`src/rtl/uhf_pkg.sv`:
```
package uhf_pkg;
  localparam int ADDR_W   = 48;
  localparam int BYTE_W   = 8;
  localparam int NBYTES   = ADDR_W / BYTE_W;
  localparam int CRC_W    = 32;
  localparam int IDX_W    = 6;
  localparam int WORD_W   = 32;
  localparam int TBL_W    = 2 * WORD_W;
  localparam logic [CRC_W-1:0] CRC_POLY = 32'hEDB88320;
  localparam logic [CRC_W-1:0] CRC_SEED = 32'hFFFFFFFF;
  localparam logic [15:0]      PHYS_TAG = 16'h8808;
endpackage

```
`src/rtl/uhf_rst_sync.sv`:
```
module uhf_rst_sync (
  input  logic clk,
  input  logic rst_n,
  output logic rst_n_sync
);
  logic [1:0] sync_q;

  always_ff @(posedge clk or negedge rst_n) begin
    if (!rst_n) sync_q <= 2'b00;
    else        sync_q <= {sync_q[0], 1'b1};
  end

  assign rst_n_sync = sync_q[1];
endmodule

```
`src/rtl/uhf_crc_serial.sv`:
```
module uhf_crc_serial
  import uhf_pkg::*;
#(
  parameter int DATA_W = ADDR_W,
  parameter int OUT_W  = IDX_W
) (
  input  logic              clk,
  input  logic              rst_n,
  input  logic              start,
  input  logic [DATA_W-1:0] data,
  output logic              busy,
  output logic              done,
  output logic [OUT_W-1:0]  index
);
  localparam int NB    = DATA_W / BYTE_W;
  localparam int CNT_W = $clog2(DATA_W);
  localparam logic [CNT_W-1:0] LAST = CNT_W'(DATA_W - 1);

  // Reorder so serial bit k sits at position k: byte 0 (top byte) first, LSB first.
  logic [DATA_W-1:0] wire_order;
  for (genvar b = 0; b < NB; b++) begin : g_byte
    for (genvar i = 0; i < BYTE_W; i++) begin : g_bit
      assign wire_order[b*BYTE_W + i] = data[(NB-1-b)*BYTE_W + i];
    end
  end

  logic [CRC_W-1:0]  crc_q, crc_d;
  logic [DATA_W-1:0] sh_q, sh_d;
  logic [CNT_W-1:0]  cnt_q, cnt_d;
  logic              busy_q, busy_d, done_q, done_d;
  logic              fb;

  always_comb begin
    crc_d  = crc_q;
    sh_d   = sh_q;
    cnt_d  = cnt_q;
    busy_d = busy_q;
    done_d = 1'b0;
    fb     = sh_q[0] ^ crc_q[0];
    if (busy_q) begin
      crc_d = fb ? ((crc_q >> 1) ^ CRC_POLY) : (crc_q >> 1);
      sh_d  = sh_q >> 1;
      cnt_d = cnt_q + 1'b1;
      if (cnt_q == LAST) begin
        busy_d = 1'b0;
        done_d = 1'b1;
      end
    end else if (start) begin
      crc_d  = CRC_SEED;
      sh_d   = wire_order;
      cnt_d  = '0;
      busy_d = 1'b1;
    end
  end

  always_ff @(posedge clk or negedge rst_n) begin
    if (!rst_n) begin
      crc_q  <= '0;
      sh_q   <= '0;
      cnt_q  <= '0;
      busy_q <= 1'b0;
      done_q <= 1'b0;
    end else begin
      crc_q  <= crc_d;
      sh_q   <= sh_d;
      cnt_q  <= cnt_d;
      busy_q <= busy_d;
      done_q <= done_d;
    end
  end

  assign busy  = busy_q;
  assign done  = done_q;
  assign index = crc_q[CRC_W-1 -: OUT_W];

  a_r3_start_raises_busy: assert property (@(posedge clk) disable iff (!rst_n)
    (start && !busy) |=> busy);
  a_r4_done_single: assert property (@(posedge clk) disable iff (!rst_n)
    done |=> !done);
  a_r4_done_not_busy: assert property (@(posedge clk) disable iff (!rst_n)
    done |-> !busy);
  a_r8_done_after_busy: assert property (@(posedge clk) disable iff (!rst_n)
    $rose(done) |-> $past(busy));
endmodule

```
`src/rtl/uhf_station_regs.sv`:
```
module uhf_station_regs
  import uhf_pkg::*;
(
  input  logic              clk,
  input  logic              rst_n,
  input  logic              load,
  input  logic [ADDR_W-1:0] addr,
  input  logic              hash_we,
  input  logic [IDX_W-1:0]  hash_idx,
  output logic [ADDR_W-1:0] station,
  output logic [WORD_W-1:0] phys_word0,
  output logic [WORD_W-1:0] phys_word1,
  output logic [WORD_W-1:0] hash_hi,
  output logic [WORD_W-1:0] hash_lo
);
  localparam int SEL_W = $clog2(WORD_W);

  logic [ADDR_W-1:0] station_q, station_d;
  logic [WORD_W-1:0] hi_q, hi_d, lo_q, lo_d;
  logic [WORD_W-1:0] one_hot;

  always_comb begin
    one_hot   = WORD_W'(1) << hash_idx[SEL_W-1:0];
    station_d = load ? addr : station_q;
    hi_d      = hi_q;
    lo_d      = lo_q;
    if (hash_we) begin
      hi_d = hash_idx[IDX_W-1] ? one_hot : '0;
      lo_d = hash_idx[IDX_W-1] ? '0 : one_hot;
    end
  end

  always_ff @(posedge clk or negedge rst_n) begin
    if (!rst_n) begin
      station_q <= '0;
      hi_q      <= '0;
      lo_q      <= '0;
    end else begin
      station_q <= station_d;
      hi_q      <= hi_d;
      lo_q      <= lo_d;
    end
  end

  assign station    = station_q;
  assign phys_word0 = station_q[ADDR_W-1 -: WORD_W];
  assign phys_word1 = {station_q[ADDR_W-WORD_W-1:0], PHYS_TAG};
  assign hash_hi    = hi_q;
  assign hash_lo    = lo_q;

  a_r6_one_bit_set: assert property (@(posedge clk) disable iff (!rst_n)
    hash_we |=> ($countones({hash_hi, hash_lo}) == 1));
  a_r6_table_onehot0: assert property (@(posedge clk) disable iff (!rst_n)
    $onehot0({hash_hi, hash_lo}));
  a_r2_load_phys0: assert property (@(posedge clk) disable iff (!rst_n)
    load |=> (phys_word0 == $past(addr[ADDR_W-1 -: WORD_W])));
endmodule

```
`src/rtl/uhf_top.sv`:
```
module uhf_top
  import uhf_pkg::*;
(
  input  logic        clk,
  input  logic        rst_n,
  input  logic        cfg_valid,
  input  logic [47:0] cfg_addr,
  output logic        cfg_busy,
  output logic        cfg_done,
  output logic [31:0] phys_word0,
  output logic [31:0] phys_word1,
  output logic [31:0] hash_hi,
  output logic [31:0] hash_lo,
  input  logic        lk_valid,
  input  logic [47:0] lk_addr,
  output logic        lk_busy,
  output logic        lk_done,
  output logic        lk_hit,
  output logic        lk_match
);
  logic              rst_n_s;
  logic              cfg_load, lk_load;
  logic [IDX_W-1:0]  cfg_idx, lk_idx;
  logic [ADDR_W-1:0] station;
  logic [ADDR_W-1:0] dest_q, dest_d;
  logic [TBL_W-1:0]  table_bits;

  uhf_rst_sync u_rst (.clk(clk), .rst_n(rst_n), .rst_n_sync(rst_n_s));

  assign cfg_load = cfg_valid && !cfg_busy;
  assign lk_load  = lk_valid && !lk_busy;

  uhf_crc_serial #(.DATA_W(ADDR_W), .OUT_W(IDX_W)) u_cfg_crc (
    .clk(clk), .rst_n(rst_n_s), .start(cfg_load), .data(cfg_addr),
    .busy(cfg_busy), .done(cfg_done), .index(cfg_idx));

  uhf_station_regs u_regs (
    .clk(clk), .rst_n(rst_n_s), .load(cfg_load), .addr(cfg_addr),
    .hash_we(cfg_done), .hash_idx(cfg_idx), .station(station),
    .phys_word0(phys_word0), .phys_word1(phys_word1),
    .hash_hi(hash_hi), .hash_lo(hash_lo));

  uhf_crc_serial #(.DATA_W(ADDR_W), .OUT_W(IDX_W)) u_lk_crc (
    .clk(clk), .rst_n(rst_n_s), .start(lk_load), .data(lk_addr),
    .busy(lk_busy), .done(lk_done), .index(lk_idx));

  always_comb dest_d = lk_load ? lk_addr : dest_q;

  always_ff @(posedge clk or negedge rst_n_s) begin
    if (!rst_n_s) dest_q <= '0;
    else          dest_q <= dest_d;
  end

  assign table_bits = {hash_hi, hash_lo};
  assign lk_hit     = lk_done && table_bits[lk_idx];
  assign lk_match   = lk_done && (dest_q == station);

  a_r7_busy_holds_phys: assert property (@(posedge clk) disable iff (!rst_n_s)
    cfg_busy |=> $stable(phys_word0) && $stable(phys_word1));
  a_r10_busy_holds_dest: assert property (@(posedge clk) disable iff (!rst_n_s)
    lk_busy |=> $stable(dest_q));
  a_r9_results_only_when_done: assert property (@(posedge clk) disable iff (!rst_n_s)
    !lk_done |-> !(lk_hit || lk_match));
endmodule

```
`config.mk`:
```
export PLATFORM = sky130hd
export DESIGN_NAME = uhf_top
export DESIGN_NICKNAME = d
export VERILOG_FILES = /design/src/rtl/uhf_pkg.sv /design/src/rtl/uhf_rst_sync.sv /design/src/rtl/uhf_crc_serial.sv /design/src/rtl/uhf_station_regs.sv /design/src/rtl/uhf_top.sv
export SDC_FILE = /design/constraint.sdc
export NUM_CORES = 1
export LEC_CHECK = 0
export BUFFER_PORTS_ARGS = -buffer_cell sky130_fd_sc_hd__buf_2
export CORE_MARGIN = 5
export CORE_UTILIZATION = 63
export CTS_BUF_LIST = sky130_fd_sc_hd__clkbuf_8
export CTS_CLUSTER_DIAMETER = 120
export DETAILED_ROUTE_END_ITERATION = 16
export PLACE_DENSITY = 0.87
export SLEW_MARGIN = 0
export SYNTH_ARGS = -nofsm -noshare
export SYNTH_HDL_FRONTEND = slang
export SYNTH_SLANG_ARGS = --single-unit
```
`constraint.sdc`:
```
create_clock -name clk -period 15.7 [get_ports clk]
set_input_delay 0 -clock clk [delete_from_list [all_inputs] [get_ports clk]]
set_output_delay 0 -clock clk [all_outputs]
set_load 0.05 [all_outputs]
```
==> qor.yml, run 1 <==
critPathCaptureType: "primary output"
reg2reg_to: "u_cfg_crc.sh_q[15]$_DFFE_PN0P_"
r2r_cells: 2
period_needed_ns: 3.017
path_delay_family: "multiplexers"
ys_seq_area_frac: 0.5632
clkLatencyLatePin_ns: 0.60
cts-resized-gates: 0
cp_slowest_cell: "dfrtp_1"
hold_start: "lk_addr[9]"
setup_viol: 0
status: "complete, no violations"
yosysUniqueCellTypes: 40
nets: 1726
critical_path_buf_inv_count: 1
synth_cells: 1335
dpl_worst_slack_ns: 12.72
drt_first_pass_iters: 5
finalCritPeriodShare: 0.1921
p_per_area_mw_per_mm2: 230.8
root_buffer: "clkbuf_8"
wirelength_um: 44390
rows: 56
wl_per_cell_um: 22.38
drive_above_1_share: 0.2437
final.setup_skew_ns: 0.05453
antenna_found_initial: 3
grt_setup_unrepaired: "no"
area_growth_pct: 21.09
slew_headroom: 0.1580
fmax_mhz: 331.5
power_w: 0.004197
hold_viol_final: 0
holdPathStages: 3
cp_max_fo: 18
hp-class: "input pin to flip-flop"
multiInputGateArea_mm2: 0.005832
grt_max_degree: 187
cts_buffer_depth: 3
fp.dieW_um: 164.4
vias: 12090
p_leak_nw: 8.848
ant_nets: 0
fillers: 1307
dieArea_mm2: 0.02702
final_cells: 1983
ios: 234
initial_core_util: 0.6398
utilization: 0.7747
postSynthAreaPerCell_um2: 11.25
first_global_vias: 12220
die_h_um: 164.4
syn-cell-area_mm2: 0.01502
crit_path_start_kind: "flip-flop"
final_max_slew_viol_count: 0
reg2reg_slack_ns: 12.80
dp_hpwl_um: 26710
post-route-drc-count: 0
place_inst: 1790
htree_levels: 2
grt_pass1_wl_um: 67210
regToRegStartpoint: "u_rst.sync_q[1]$_DFF_PN0_"
required_ns: 15.70
synth-async-reset-ratio: 1.000
synth_edf_count: 0
fin_ws_ns: 12.68
tightest_slew_ns: 1.263
setup_tns_ns: 0
clk_pin_slew_ns: 0.06
cts_buffers: 51
viasPerCell: 6.094
cts_tree: "yes"
track_usage: 0.3215
crit_type: "flip-flop to primary output"
ys_ff_latch: 338
cts_sinks: 338
holdPathEnd: "dest_q[9]$_DFFE_PN0P_"
core_area_mm2: 0.02347
place.gp.congestion: 0.9030
drv_cap: 0
regArea_mm2: 0.008471
gr-total-overflow: 0
path_cells: "mux4_1 > mux2i_1 > mux4_2 > o21ai_1 > buf_2"
critical_path_arrival_ns: 3.02
vdd.ir_drop.worst_v: 0.0002613
drtIter0Drc: 1460
ys.warnings.count: 0
ys.flop_type: "dfrtp_1"
io_buffers: 217
slowest_delay_ns: 0.96
## stage by stage
stage          hold WS, ns  instance area (um^2)
6_report            0.2128                 18180
5_1_grt             0.2048                 18180
4_1_cts             0.1919                 18180
3_5_place_dp       -0.2123                 16150
3_3_place_gp       -0.2142                 16150
2_1_floorplan      -0.2956                 15070
## cell usage in the layout, fill, tap and decap left out, drive strengths merged, types with 27 or more instances in the layout
| cell | n |
|---|---|
| a21oi | 30 |
| mux2 | 97 |
| nor2 | 48 |
| mux2i | 101 |
| dfrtp | 338 |
| o21ai | 138 |
| dlygate4sd3 | 100 |
| xor2 | 43 |
| buf | 227 |
| xnor2 | 29 |
| o22ai | 66 |
| clkbuf | 65 |
| inv | 94 |
| nor3 | 27 |
| nand2 | 152 |
## cell usage after synthesis (all sizes together) (3+ instances only)
cell | n | share of area
a21oi | 30 | 0.010
a22oi | 3 | 0.0015
buf | 55 | 0.022
clkbuf | 51 | 0.013
dfrtp | 338 | 0.56
inv | 71 | 0.018
mux2 | 97 | 0.073
mux2i | 101 | 0.067
mux4 | 17 | 0.028
nand2 | 152 | 0.038
nand2b | 7 | 0.0029
nand3 | 15 | 0.0050
nand4 | 8 | 0.0033
nor2 | 48 | 0.012
nor2b | 8 | 0.0033
nor3 | 27 | 0.0090
nor4 | 11 | 0.0046
o21ai | 138 | 0.046
o22ai | 66 | 0.027
xnor2 | 29 | 0.017
xor2 | 43 | 0.025
## worst max path at each step
stage	startpoint	to	slack [ns]	cells after the start
floorplan	u_rst.sync_q[1]$_DFF_PN0_	dest_q[0]$_DFFE_PN0P_	5.58	0
global placement	u_rst.sync_q[1]$_DFF_PN0_	u_cfg_crc.sh_q[12]$_DFFE_PN0P_	12.76	2
detailed placement	u_rst.sync_q[1]$_DFF_PN0_	u_cfg_crc.sh_q[31]$_DFFE_PN0P_	12.72	2
CTS	u_lk_crc.crc_q[26]$_DFFE_PN0P_	lk_hit	12.69	5
global route	u_rst.sync_q[1]$_DFF_PN0_	u_regs.station[42]$_DFFE_PN0P_	12.32	2
finish	u_lk_crc.crc_q[26]$_DFFE_PN0P_	lk_hit	12.68	5
## worst min-delay path, delay by kind of cell
family	cells	cell delay (ns)
buf+inv	2	0.63
mux	1	0.13
## what timing repair did
action | 4_1_cts | 5_1_grt
buffers inserted | 0 | 0
hold buffers | 100 | 0
endpoints found under the hold margin | 194 | 0
## metal layers
metal,vias to the layer above,share of wire,global-route usage
met4,2,0.066,0.1784
met5,-,0.00025,0
met1,5911,0.37,0.4110
met2,750,0.47,0.5088
li1,5174,-,-
met3,248,0.090,0.07961
## report_power, final
group	switching, W	total (W)	internal, W
registers	0.000432	0.00171	0.00127
clock network	0.000349	0.000737	0.000388
logic	0.00112	0.00175	0.000637
total	0.00190	0.00420	0.00230
## logic make-up (layout without fill, tap and decap cells)
logic type | Yosys count | after routing | share of synthesized area
AOI/OAI and AO/OA | 247 | 247 | 0.09023
xor gates and xnor gates | 72 | 72 | 0.04199
adders and majority gates | 2 | 2 | 0.001666
buffers and inverters | 177 | 489 | 0.05249
DFF | 338 | 338 | 0.5632
muxes | 215 | 215 | 0.1686
other | 2 | 19 | 0.0005001
and+or+nand+nor | 282 | 282 | 0.08132
## sequential cells by signal, indices dropped and copies added, names as in the netlist
register	count
u_lk_crc.sh_q	48
u_cfg_crc.done	1
u_regs.hash_lo	32
u_rst.sync_q	2
dest_q	48
u_lk_crc.crc_q	32
u_regs.hash_hi	32
u_cfg_crc.cnt_q	6
u_cfg_crc.busy	1
u_cfg_crc.sh_q	48
u_regs.station	48
u_lk_crc.busy	1
u_cfg_crc.crc_q	32
u_lk_crc.done	1
u_lk_crc.cnt_q	6
## cell type report
type / instances / share of cell area
inverter: 71 / 0.01466
multi-input combinational: 835 / 0.3207
clock buffer: 65 / 0.04920
sequential: 338 / 0.4658
antenna: 2 / 0.0002752
timing repair buffer: 327 / 0.1199
clock inverter: 26 / 0.007500
tap: 319 / 0.02195
Note: power is estimated with default switching activity, not from simulation.
==> inputs of run 2 (changes only) <==
--- a/config.mk
+++ b/config.mk
@@ -5,13 +5,14 @@
 export SDC_FILE = /design/constraint.sdc
 export NUM_CORES = 1
 export LEC_CHECK = 0
+export ABC_AREA = 1
 export BUFFER_PORTS_ARGS = -buffer_cell sky130_fd_sc_hd__buf_2
 export CORE_MARGIN = 5
-export CORE_UTILIZATION = 63
+export CORE_UTILIZATION = 59
 export CTS_BUF_LIST = sky130_fd_sc_hd__clkbuf_8
 export CTS_CLUSTER_DIAMETER = 120
 export DETAILED_ROUTE_END_ITERATION = 16
-export PLACE_DENSITY = 0.87
+export PLACE_DENSITY = 0.83
 export SLEW_MARGIN = 0
 export SYNTH_ARGS = -nofsm -noshare
 export SYNTH_HDL_FRONTEND = slang
==> constraint.sdc (replaced) <==
create_clock -name clk -period 3.1 [get_ports clk]
set_input_delay 0 -clock clk [delete_from_list [all_inputs] [get_ports clk]]
set_output_delay 0 -clock clk [all_outputs]
set_load 0.05 [all_outputs]
==> qor.yml, run 2 <==
yosys-top-cells-area: "dfrtp_1 58%, nand2_1 11%, nand3_1 6.0%"
area_growth_pct: 22.81
grt_setup_unrepaired: "no"
cp.depth: 10  # +5
cts_buffers: 54  # +5.9%
io_buffers: 217  # unchanged
crit_path_start_kind: "flip-flop"
grt_max_degree: 104  # -44%
clk_pin_slew_ns: 0.06  # about the same
drt_first_pass_iters: 5  # unchanged
yosysTopAreaCell: "dfrtp_1"
cts_sinks: 338  # unchanged
first_global_vias: 13300  # +8.8%
cts_buffer_depth: 3  # unchanged
root_buffer: "clkbuf_8"
antenna_found_initial: 0  # -3
rows: 57  # +1.8%
use_met2: 0.5099  # +0.001068
postSynthAreaPerCell_um2: 8.816  # -22%
ant_nets: 0  # unchanged
place.gp.congestion: 0.9295  # +2.9%
finalCritPeriodShare: 0.8504
path_delay_family: "flip-flops"
yosysMostFrequentCell: "nand2_1"
setup_viol: 0  # unchanged
track_usage: 0.3245  # +0.003058
clkLatencyLatePin_ns: 0.60  # about the same
synth-async-reset-ratio: 1.000  # unchanged
cp_slowest_cell: "dfrtp_2"
syn-cell-area_mm2: 0.01458  # -2.9%
ios: 234  # unchanged
reg2reg_slack_ns: 0.66  # -12.14 ns
core_area_mm2: 0.02432  # +3.6%
tightest_slew_ns: 1.279  # +0.01590 ns
regArea_mm2: 0.008467  # about the same
drive_above_1_share: 0.1721  # -0.07160
vdd.ir_drop.worst_v: 0.0009747  # +270%
multiInputGateArea_mm2: 0.004843  # -17%
crit_type: "flip-flop to primary output"
gr-total-overflow: 0  # unchanged
htree_levels: 2  # unchanged
fmax_mhz: 379.3
drtIter0Drc: 1670  # +14%
cts_tree: "yes"
grt_busiest_layer: "met2"
p_per_area_mw_per_mm2: 1192  # +420%
dpl_worst_slack_ns: 0.7175  # -12.01 ns
final_max_slew_viol_count: 0  # unchanged
wirelength_um: 46050  # +3.8%
fin_ws_ns: 0.4638  # -12.22 ns
initial_core_util: 0.5996  # -0.04019
grt_util_met1: 0.4337  # +0.02273
critical_path_buf_inv_count: 2  # +1
cp-startpoint: "u_lk_crc.crc_q[26]$_DFFE_PN0P_"
viasPerCell: 5.795  # -4.9%
power_w: 0.02135  # +410%
place_inst: 2126  # +19%
hp-class: "input pin to flip-flop"
drv_cap: 0  # unchanged
synth_edf_count: 0  # unchanged
critPathCaptureType: "primary output"
slew_headroom: 0.1454  # -0.01267
period_needed_ns: 2.636
final_cells: 2323  # +17%
dp_hpwl_um: 30200  # +13%
dieArea_mm2: 0.02796  # +3.5%
r2r_cells: 7  # +5
ys_ff_latch: 338  # unchanged
use_met3: 0.08298  # +0.003369
ys_seq_area_frac: 0.5801  # +0.01682
cts_setup_buffers: 0  # unchanged
final_cell_mix: "437 x nand2_1, 333 x dfrtp_1, 217 x buf_2, 212 x inv_1, 174 x nand3_1"
cp-endpoint: "lk_hit"
yosysUniqueCellTypes: 36  # -10%
synth_cells: 1654  # +24%
ys.flop_type: "dfrtp_1"
cpMostUsedCell: "nand3_1"
path_cells: "inv_8 > nand2_1 > nand3_1 > nand3_1 > nand2_1 > nand2_1 > nand3_1 > nand3_1 > a21oi_2 > buf_2"
fp.dieW_um: 167.2  # +1.7%
regToRegStartpoint: "u_cfg_crc.busy$_DFF_PN0_"
p_leak_nw: 9.225  # +4.3%
slowest_delay_ns: 0.67  # -0.29 ns
fillers: 1717  # +31%
wl_per_cell_um: 19.83  # -11%
final.setup_skew_ns: 0.03210  # -0.02243 ns
n_antenna_cell: 0  # -2
die_h_um: 167.2  # +1.7%
grt_pass1_wl_um: 73230  # +9.0%
post-route-drc-count: 0  # unchanged
nets: 2059  # +19%
required_ns: 3.10  # -12.60 ns
ys.warnings.count: 0  # unchanged
synth_top_area_share: 0.5801  # +0.01682
status: "complete, no violations"
synth.cells.most_frequent: "437 x nand2_1, 338 x dfrtp_1, 196 x inv_1"
cp_max_fo: 36  # +18
critical_path_arrival_ns: 2.64  # -0.38 ns
layout_commonest_cell: "nand2_1"
vias: 13460  # +11%
hold_viol_final: 0  # unchanged
reg2reg_to: "u_regs.station[27]$_DFFE_PN0P_"
==> run 2: changes by cell type after synthesis, sizes merged, moves of 17 or more <==
| cell | delta |
|---|---|
| nor3 | -17 |
| mux2i | -101 |
| nand3 | +161 |
| xnor2 | -25 |
| mux4 | -17 |
| o21ai | -20 |
| o22ai | +51 |
| nand2 | +286 |
| mux2 | -97 |
| inv | +133 |
| xor2 | -40 |
| o22a | +22 |
==> run 2: kinds of logic after synthesis <==
group,count (synthesis),share of synthesized area
and+or+nand+nor,711,0.2054
DFF,338,0.5801
buffers and inverters,310,0.09267
AOI/OAI and AO/OA,284,0.1154
xor gates and xnor gates,7,0.004205
adders and majority gates,2,0.001716
other,2,0.0005150
==> run 2: worst min path at each step <==
stage	start	to	slack, ns	depth (start not counted)
2_1_floorplan	rst_n	u_rst.sync_q[0]$_DFF_PN0_	-0.30	0
3_3_place_gp	rst_n	u_rst.sync_q[0]$_DFF_PN0_	-0.21	1
3_5_place_dp	rst_n	u_rst.sync_q[0]$_DFF_PN0_	-0.21	1
4_1_cts	lk_valid	dest_q[42]$_DFFE_PN0P_	0.04	4
5_1_grt	lk_valid	dest_q[39]$_DFFE_PN0P_	0.10	4
6_report	lk_valid	dest_q[39]$_DFFE_PN0P_	0.06	4
==> run 2: worst reg2reg max path: stages, from the launching register on <==
cell and delay (ns):
dfrtp_2 0.40, inv_1 0.05, buf_4 0.22, nand2_1 0.38, inv_2 0.74, buf_4 0.36
nand2_1 0.10, o21ai_0 0.11
==> run 2: through the flow <==
stage / instance area [um^2] / hold WS (ns) / TNS [ns] / util
final: 17910 / 0.05920 / 0 / 0.7363
after CTS: 17910 / 0.03652 / 0 / 0.7363
after global routing: 17910 / 0.1004 / 0 / 0.7363
after detailed placement: 15790 / -0.2147 / 0 / 0.6491
after global placement: 15790 / -0.2149 / 0 / 0.6491
after floorplan: 14640 / -0.2956 / -82.14 / -
==> run 2: area by class of cell <==
class	instances	area share
clock buffer	72	0.05534
clock inverter	26	0.007686
inverter	208	0.04402
multi-input combinational	1021	0.2705
sequential	338	0.4728
tap	324	0.02264
timing repair buffer	334	0.1270
==> run 2: where the power goes <==
group	internal [W]	switching [W]	leakage (nW)	total [W]
Sequential	0.00644	0.00192	4.09	0.00836
Clock	0.00215	0.00179	0.648	0.00394
Combinational	0.00269	0.00635	4.49	0.00904
Total	0.0113	0.0101	9.23	0.0213
==> run 2: metal layers <==
layer / routed length (um) / up-vias
met5: 0 / -
met4: 2232 / 0
met3: 4815 / 155
met2: 21180 / 877
met1: 17820 / 6426
li1: - / 6004
==> run 2: repair_timing <==
item                                    4_1_cts  5_1_grt
hold buffers                                 99        0
resized for setup                             0        1
endpoints found under the setup margin        0        1
hold endpoints to repair                    200        0
